File: config.mk
export PLATFORM = sky130hd
export DESIGN_NAME = branch_pred_seq
export DESIGN_NICKNAME = d
export VERILOG_FILES = /design/src/rtl/bps_pkg.sv /design/src/rtl/bps_split.sv /design/src/rtl/bps_fsm.sv /design/src/rtl/branch_pred_seq.sv
export SDC_FILE = /design/constraint.sdc
export NUM_CORES = 1
export LEC_CHECK = 0
export ABC_CLOCK_PERIOD_IN_PS = 4100
export BUFFER_PORTS_ARGS = -buffer_cell sky130_fd_sc_hd__buf_2
export CAP_MARGIN = 20
export CORE_ASPECT_RATIO = 0.8
export CORE_MARGIN = 2
export CORE_UTILIZATION = 35
export CTS_CLUSTER_DIAMETER = 50
export CTS_CLUSTER_SIZE = 40
export DETAILED_ROUTE_END_ITERATION = 8
export PLACE_DENSITY_LB_ADDON = 0.15
export REMOVE_ABC_BUFFERS = 1
export SYNTH_ARGS = -nofsm -noshare
export SYNTH_HDL_FRONTEND = slang
export SYNTH_SLANG_ARGS = --single-unit
File: constraint.sdc
create_clock -name clk -period 4.1 [get_ports clk]
set_clock_uncertainty 0.2 [all_clocks]
set_input_delay 0.205 -clock clk [delete_from_list [all_inputs] [get_ports clk]]
set_output_delay 0.205 -clock clk [all_outputs]
set_load 0.01 [all_outputs]
File: src/rtl/bps_pkg.sv
package bps_pkg;
  typedef enum logic [1:0] {
    ST_IDLE  = 2'd0,
    ST_TAKEN = 2'd1,
    ST_OTHER = 2'd2
  } bps_state_t;
endpackage

File: src/rtl/bps_split.sv
module bps_split #(
  parameter int LANES = 32
) (
  input  logic [LANES-1:0] cond,
  input  logic [LANES-1:0] act,
  output logic [LANES-1:0] take_m,
  output logic [LANES-1:0] rest_m,
  output logic             take_any,
  output logic             rest_any
);
  for (genvar i = 0; i < LANES; i++) begin : g_lane
    assign take_m[i] = cond[i] & act[i];
    assign rest_m[i] = ~cond[i] & act[i];
  end
  assign take_any = |take_m;
  assign rest_any = |rest_m;
endmodule

File: src/rtl/bps_fsm.sv
module bps_fsm
  import bps_pkg::*;
#(
  parameter int LANES = 32
) (
  input  logic             clk,
  input  logic             rst_n,
  input  logic             accept,
  input  logic             step_adv,
  input  logic [LANES-1:0] act,
  input  logic [LANES-1:0] take_m,
  input  logic [LANES-1:0] rest_m,
  input  logic             take_any,
  input  logic             rest_any,
  output logic             busy,
  output logic             path_sel,
  output logic [LANES-1:0] lane_mask,
  output logic             done
);
  bps_state_t       st_q, st_d;
  logic [LANES-1:0] mask_q, mask_d;
  logic [LANES-1:0] home_q, home_d;
  logic [LANES-1:0] rest_q, rest_d;
  logic             done_d, done_q;
  logic             rest_ne_q, rest_ne_d;
  logic             upd_en;

  always_comb begin
    st_d      = st_q;
    mask_d    = mask_q;
    home_d    = home_q;
    rest_d    = rest_q;
    rest_ne_d = rest_ne_q;
    done_d    = 1'b0;
    unique case (st_q)
      ST_IDLE: begin
        if (accept) begin
          home_d    = act;
          rest_d    = rest_m;
          rest_ne_d = rest_any;
          if (take_any) begin
            st_d   = ST_TAKEN;
            mask_d = take_m;
          end else if (rest_any) begin
            st_d   = ST_OTHER;
            mask_d = rest_m;
          end else begin
            mask_d = act;
            done_d = 1'b1;
          end
        end
      end
      ST_TAKEN: begin
        if (step_adv) begin
          if (rest_ne_q) begin
            st_d   = ST_OTHER;
            mask_d = rest_q;
          end else begin
            st_d   = ST_IDLE;
            mask_d = home_q;
            done_d = 1'b1;
          end
        end
      end
      ST_OTHER: begin
        if (step_adv) begin
          st_d   = ST_IDLE;
          mask_d = home_q;
          done_d = 1'b1;
        end
      end
      default: begin
        st_d   = ST_IDLE;
        mask_d = home_q;
      end
    endcase
  end

  assign upd_en = accept | step_adv | (st_q != ST_IDLE) | done_q;

  always_ff @(posedge clk or negedge rst_n) begin
    if (!rst_n) begin
      st_q      <= ST_IDLE;
      mask_q    <= '1;
      home_q    <= '1;
      rest_q    <= '0;
      rest_ne_q <= 1'b0;
      done_q    <= 1'b0;
    end else if (upd_en) begin
      st_q      <= st_d;
      mask_q    <= mask_d;
      home_q    <= home_d;
      rest_q    <= rest_d;
      rest_ne_q <= rest_ne_d;
      done_q    <= done_d;
    end
  end

  assign busy      = (st_q != ST_IDLE);
  assign path_sel  = (st_q == ST_TAKEN);
  assign lane_mask = mask_q;
  assign done      = done_q;
endmodule

File: src/rtl/branch_pred_seq.sv
module branch_pred_seq #(
  parameter int LANES = 32
) (
  input  logic             clk,
  input  logic             rst_n,
  input  logic             br_valid,
  input  logic [LANES-1:0] br_cond,
  input  logic [LANES-1:0] act_mask,
  input  logic             step_adv,
  input  logic [LANES-1:0] res_valid,
  output logic             busy,
  output logic             path_sel,
  output logic [LANES-1:0] lane_mask,
  output logic [LANES-1:0] lane_wr_en,
  output logic             done
);
  logic [LANES-1:0] take_m, rest_m;
  logic             take_any, rest_any;
  logic             accept;

  bps_split #(.LANES(LANES)) u_split (
    .cond(br_cond), .act(act_mask),
    .take_m(take_m), .rest_m(rest_m),
    .take_any(take_any), .rest_any(rest_any)
  );

  assign accept = br_valid & ~busy;

  bps_fsm #(.LANES(LANES)) u_fsm (
    .clk(clk), .rst_n(rst_n), .accept(accept), .step_adv(step_adv),
    .act(act_mask), .take_m(take_m), .rest_m(rest_m),
    .take_any(take_any), .rest_any(rest_any),
    .busy(busy), .path_sel(path_sel), .lane_mask(lane_mask), .done(done)
  );

  for (genvar i = 0; i < LANES; i++) begin : g_wr
    assign lane_wr_en[i] = lane_mask[i] & res_valid[i];
  end
endmodule

==> run metrics, run 1 <==
detailed-route via count 4956; placed cell count 888; Area Growth Syn to Fin 38.6%; row count 39; CTS max path bufs 2; yosys warns 0; DP HPWL 10800 um; All-Layer GR Usage around a fifth; Initial Util 36.3%; Sw Pwr 1.83 mW; peak supply drop between 300 and 400 uV; ratio of cells with drive above 1 in the final layout a little over a third; worst skew pair latency 340 ps; DRT iter0 DRCs approximately 250; flops & latches, synth 100; Fin. Hold Viols 0; die area 0.0160 sq mm; Slowest Stage Delay on Critical Path roughly 570 ps; ANT nets after route 0; Crit path arrival time between 3000 and 4000 ps; CTS tree done; largest net degree at the start of global routing 84; Final Slew Violations 0; first-pass GRT wire length 25700 um; clk slew on worst S/H paths 70 ps; Worst path slowest cell dlygate4sd3_1; total grt overflow 0; sequential share of the synthesized area 49.3%; nets@finish slightly below 900; Power Density 667 mW/mm^2; Finish-stage setup viols 0; vias in the first global route around 5000; Synth area leader dfstp_2; mean number of vias per cell 5.09; HP Class input pin to register; Die W 141 um; Syn Inst Count about 560; top-area cell type share of the netlist area between 30% and 40%; Final Util 50.3%; Critical Path Fanout Max 27; Hold WS 16.0 ps; initial antenna violation count 0; Wirelength per Cell 16.4 um; Die H 113 um; syn avg cell area slightly above 9 sq um; Final GP Congestion 0.752; register share of total power between 30% and 40%; measured slew at the worst slew-check pin 917 ps; # clock sinks 100; Overall Power 4.84 mW; Clk pwr share 20.2%; # Post-CTS Setup Buffers 0; clock root cell clkbuf_16; DRC 0; RSZ-0062 raised after global routing no; Leakage about 3.3 nW; # diodes 0; Mapped Area 0.00524 sq mm; setup tns final 0 ps; combinational power share 41.2%; floorplan core area 0.0144 sq mm; Setup CP Type input pin to register; crit-path most repeated cell dlygate4sd3_1; Non-Filler Instances 974; port buffer count 166; CP Capture Type register; slew margin rel. 38.7%; synth top area cells dfstp_2 32%, dfrtp_1 17%, nand2_1 11%; Synth Flop Type dfstp_2; status completed; Post-synth EDFFs 0; final critical-path required period about 3500 ps; Netlist cell types 36; ys async rst share 100%; critical path startpoint category input pin; CP Cell Sequence dlygate4sd3_1 -> buf_2 -> a22o_1 -> a221oi_1 -> nand4_1 -> nor3_4 -> buf_4 -> nor2_1 -> o221ai_2 -> dlygate4sd3_1; Data required, critical path 4170 ps; most common cell in the netlist nand2_1; # IOs between 150 and 200; Max Cap Viol 0; H-Tree Depth 3; DRT Wirelength 16000 um; fin crit share 86.2%; first-pass iteration count of the detailed router 5; Net Sw Frac 37.9%; commonest cells in the netlist 150 x nand2_1, 64 x dfstp_2, 39 x a22oi_1; Internal between 3 and 4 mW; fmax 283 MHz; CTS Buf Count 9
==> state kept, by name, indices dropped and copies added (netlist names) <==
signal,count
u_fsm.lane_mask,32
u_fsm.st_q,2
u_fsm.rest_ne_q,1
u_fsm.rest_q,32
u_fsm.home_q,32
u_fsm.done,1
==> routing by layer <==
layer	GRT usage, %	up-vias	routed length, um	share of wire (%)
li1	-	2403	-	-
met2	33.1	168	7420	46
met5	0	-	0	0
met3	4.28	14	846	5.3
met1	27.9	2371	7530	47
met4	5.13	0	172	1.1
==> stage by stage <==
stage               area [sq um]  worst slack [ps]
finish                      7260               565
global route                7260               424
CTS                         7230               566
detailed placement          6190              1130
global placement            6190              1210
floorplan                   5060              -999
==> power by group through the flow <==
stage / clock, mW / sequential, mW / combinational [mW]
6_report: 0.978 / 1.87 / 1.99
3_5_place_dp: 0 / 1.89 / 1.89
5_1_grt: 1.05 / 1.94 / 2.24
2_1_floorplan: 0 / 1.87 / 1.20
3_3_place_gp: 0 / 1.87 / 1.85
4_1_cts: 1.00 / 1.88 / 2.00
==> worst max-delay path: cells and delay by family <==
family                 cells  cell delay, ps
buffers and inverters      4            1710
AND/OR/NAND/NOR            3             870
AO/OA/AOI/OAI              3             820
==> layout by cell type, fill, tap and decap left out, drive strengths merged, types with 3 or more instances in the layout <==
cell type,netlist,layout
a221oi,4,4
nand2b,33,33
a22o,5,5
and2,32,32
nand4,10,10
o221ai,30,30
nand2,150,150
clkbuf,13,11
a22oi,39,39
nand3,3,3
bufinv,0,3
o21ai,57,57
inv,15,15
a21oi,3,3
dlygate4sd3,0,70
dfstp,64,64
nor2,34,34
dfrtp,36,36
buf,21,175
==> path summary, 6_finish.rpt <==
| path | startpoint | end | slack (ps) | cells past startpoint |
|---|---|---|---|---|
| max | br_cond[2] | u_fsm.lane_mask[18] | 560 | 10 |
| min | br_cond[1] | u_fsm.lane_mask[1] | 20 | 3 |
| max reg2reg | u_fsm.st_q[1] | u_fsm.lane_mask[16] | 880 | 7 |
| min reg2reg | u_fsm.home_q[31] | u_fsm.home_q[31] | 260 | 2 |
| max in group asynchronous | rst_n | u_fsm.home_q[0] | 2640 | 4 |
| min in group asynchronous | rst_n | u_fsm.rest_q[13] | 90 | 2 |
==> what timing repair did <==
action,in CTS,in global routing
resized for setup,0,0
endpoints found under the setup margin,0,0
hold buffers,70,0
endpoints found under the hold margin,112,0
==> layout make-up <==
cell class	instances	area [sq um]
multi-input combinational	415	2430
timing repair buffer	245	1620
sequential	100	2580
clock buffer	11	243
clock inverter	4	97.6
inverter	15	56.3
fill	1357	7180
tap	184	230
==> cells by family (layout without fill, tap and decap cells) <==
logic type	Yosys count	count (layout)	synth area share, %
mux	2	2	0.406
buf+inv	49	275	4.54
compound gates	145	145	22.0
simple gates	268	268	23.7
flops	100	100	49.3
Note: power is estimated with default switching activity, not from simulation.
==> inputs of run 2 (changes only) <==
ABC_CLOCK_PERIOD_IN_PS = 4400   (was 4100)
clock period = 4.4 ns   (was 4.1 ns; I/O delays follow)
==> run 2 against run 1 <==
Net effect:
- worst setup slack improved by 280 ps
- count of clock-buffer cells in the layout is the same
- critical endpoint is now u_fsm.lane_mask[20]
- non-clock buffer count decreased by 9
- register-to-register slack lost 40 ps
- worst hold slack got worse by 5.0 ps
- via count down 0.30%
- die area stayed put
- combinational power down 9%
- sequential power shrank 6%
- flip-flop and latch count unchanged
- wire length decreased by 1.9%
==> run metrics, run 2 (same netlist as run 1, synthesis figures left out) <==
DRC 0; Finish-stage setup viols 0; CTS Buf Count 9; Die H 113 um; H-Tree Depth 3; CTS tree done; die area 0.0160 sq mm; final critical-path required period between 3000 and 4000 ps; Area Growth Syn to Fin 36.7%; met2 routed WL 7340 um; Wirelength per Cell 16.2 um; Data required, critical path 4480 ps; met3 WL 989 um; Final Util 49.6%; Max Used Layer met4; clk slew on worst S/H paths 70 ps; Final GP Congestion between 0.7 and 0.8; status completed; fin crit share 80.9%; mean number of vias per cell 5.11; total grt overflow 0; reg2reg start u_fsm.st_q[1]; # Post-CTS Setup Buffers 0; post-cts resize count 0; DP HPWL 10600 um; row count 39; Critical R2R Capture u_fsm.lane_mask[20]; worst reg2reg path depth 8; floorplan core area 0.0144 sq mm; fmax ~280 MHz; Critical Path Fanout Max 30; pre-CTS setup slack 1290 ps; DRT Wirelength 15700 um; largest net degree at the start of global routing 64; first-pass GRT wire length 24600 um; met1 WL just over 7000 um; nets@finish 877; Worst Hold End u_fsm.lane_mask[2]; peak supply drop 261 uV; RSZ-0062 raised after global routing no; port buffer count 166; initial antenna violation count 0; placed cell count 887; # diodes 0; Fin. Hold Viols 0; clock root cell clkbuf_16; ratio of cells with drive above 1 in the final layout 36.7%; Final WS setup 841 ps; All-Layer GR Usage 19.5%; HP Class input pin to register; fillers 1388; critical path startpoint category register; Power Density between 600 and 700 mW/mm^2; Hold Path Cell Cnt 3; first-pass iteration count of the detailed router 6; Final Slew Violations 0; CTS max path bufs 2; Max Cap Viol 0; Initial Util between 30% and 40%; detailed-route via count 4941; # clock sinks 100; vias in the first global route around 4900; slew margin rel. about 38%; # IOs approximately 170; worst skew pair latency 340 ps; ANT nets after route 0; leading cell type in the layout, fill and taps excluded buf_2; Die W between 100 and 150 um; hold_sp br_cond[2]; Leakage 3.26 nW; most frequent cells in the layout 165 x buf_2, 150 x nand2_1, 64 x dfstp_2; R2R Setup Slk 840 ps; measured slew at the worst slew-check pin 927 ps; DRT iter0 DRCs roughly 240; Non-Filler Instances 966; Setup CP Type register to register; CP Capture Type register; Crit path arrival time 3640 ps
-- run 2: cell count changes in the layout (fill, tap and decap cells not counted), sizes merged --
cell,change
buf,-2
dlygate4sd3,-7
clkinv,+2
clkinvlp,-1
-- run 2: layout make-up --
cell class	instances	area (sq um)	share of cell area (%)
Inverter	15	56.3	0.786
Sequential cell	100	2580	36.1
Timing Repair Buffer	236	1530	21.3
Clock inverter	5	100	1.40
Multi-Input combinational cell	415	2430	33.9
Tap cell	184	230	3.21
Clock buffer	11	233	3.25
-- run 2: how the worst max path moves through the flow --
stage,startpoint,end,slack [ps],cells past startpoint
6_report,u_fsm.st_q[1],u_fsm.lane_mask[20],840,8
5_1_grt,u_fsm.st_q[1],u_fsm.lane_mask[20],600,8
4_1_cts,u_fsm.st_q[1],u_fsm.lane_mask[20],820,8
3_5_place_dp,u_fsm.st_q[1],u_fsm.rest_q[18],1290,6
3_3_place_gp,u_fsm.st_q[1],u_fsm.rest_q[27],1330,6
2_1_floorplan,u_fsm.st_q[1],u_fsm.done,-700,5
-- run 2: worst max-delay path: stages, from the launching register on --
cell and delay (ps):
dfrtp_1 820, nand2b_4 310, o22ai_4 80, buf_4 270, nor2_4 640, buf_4 350
nand2_1 110, o221ai_2 150, dlygate4sd3_1 570
-- run 2: metrics by stage --
step / hold slack, ps / area, sq um / total power, mW / TNS, ps
3_5_place_dp: 174 / 6200 / 3.53 / 0
2_1_floorplan: -276 / 5060 / 2.86 / -25430
6_report: 11.0 / 7160 / 4.45 / 0
3_3_place_gp: 172 / 6200 / 3.48 / 0
5_1_grt: 14.2 / 7160 / 4.80 / 0
4_1_cts: 4.69 / 7160 / 4.50 / 0
-- run 2: what timing repair did --
item                                    4_1_cts  5_1_grt
hold endpoints to repair                     98        0
endpoints found under the setup margin        0        0
hold buffers                                 63        0
-- run 2: power by group --
group | internal (mW) | switching, mW | leakage (nW)
registers | 1.48 | 0.265 | 1.13
logic | 0.729 | 1.09 | 1.96
clock network | 0.555 | 0.338 | 0.163
-- run 2: per-layer routing --
metal / GRT usage [%] / vias to the layer above
met4: 3.87 / 0
met1: 26.9 / 2371
met5: 0 / -
li1: - / 2398
met3: 3.61 / 11
met2: 32.6 / 161
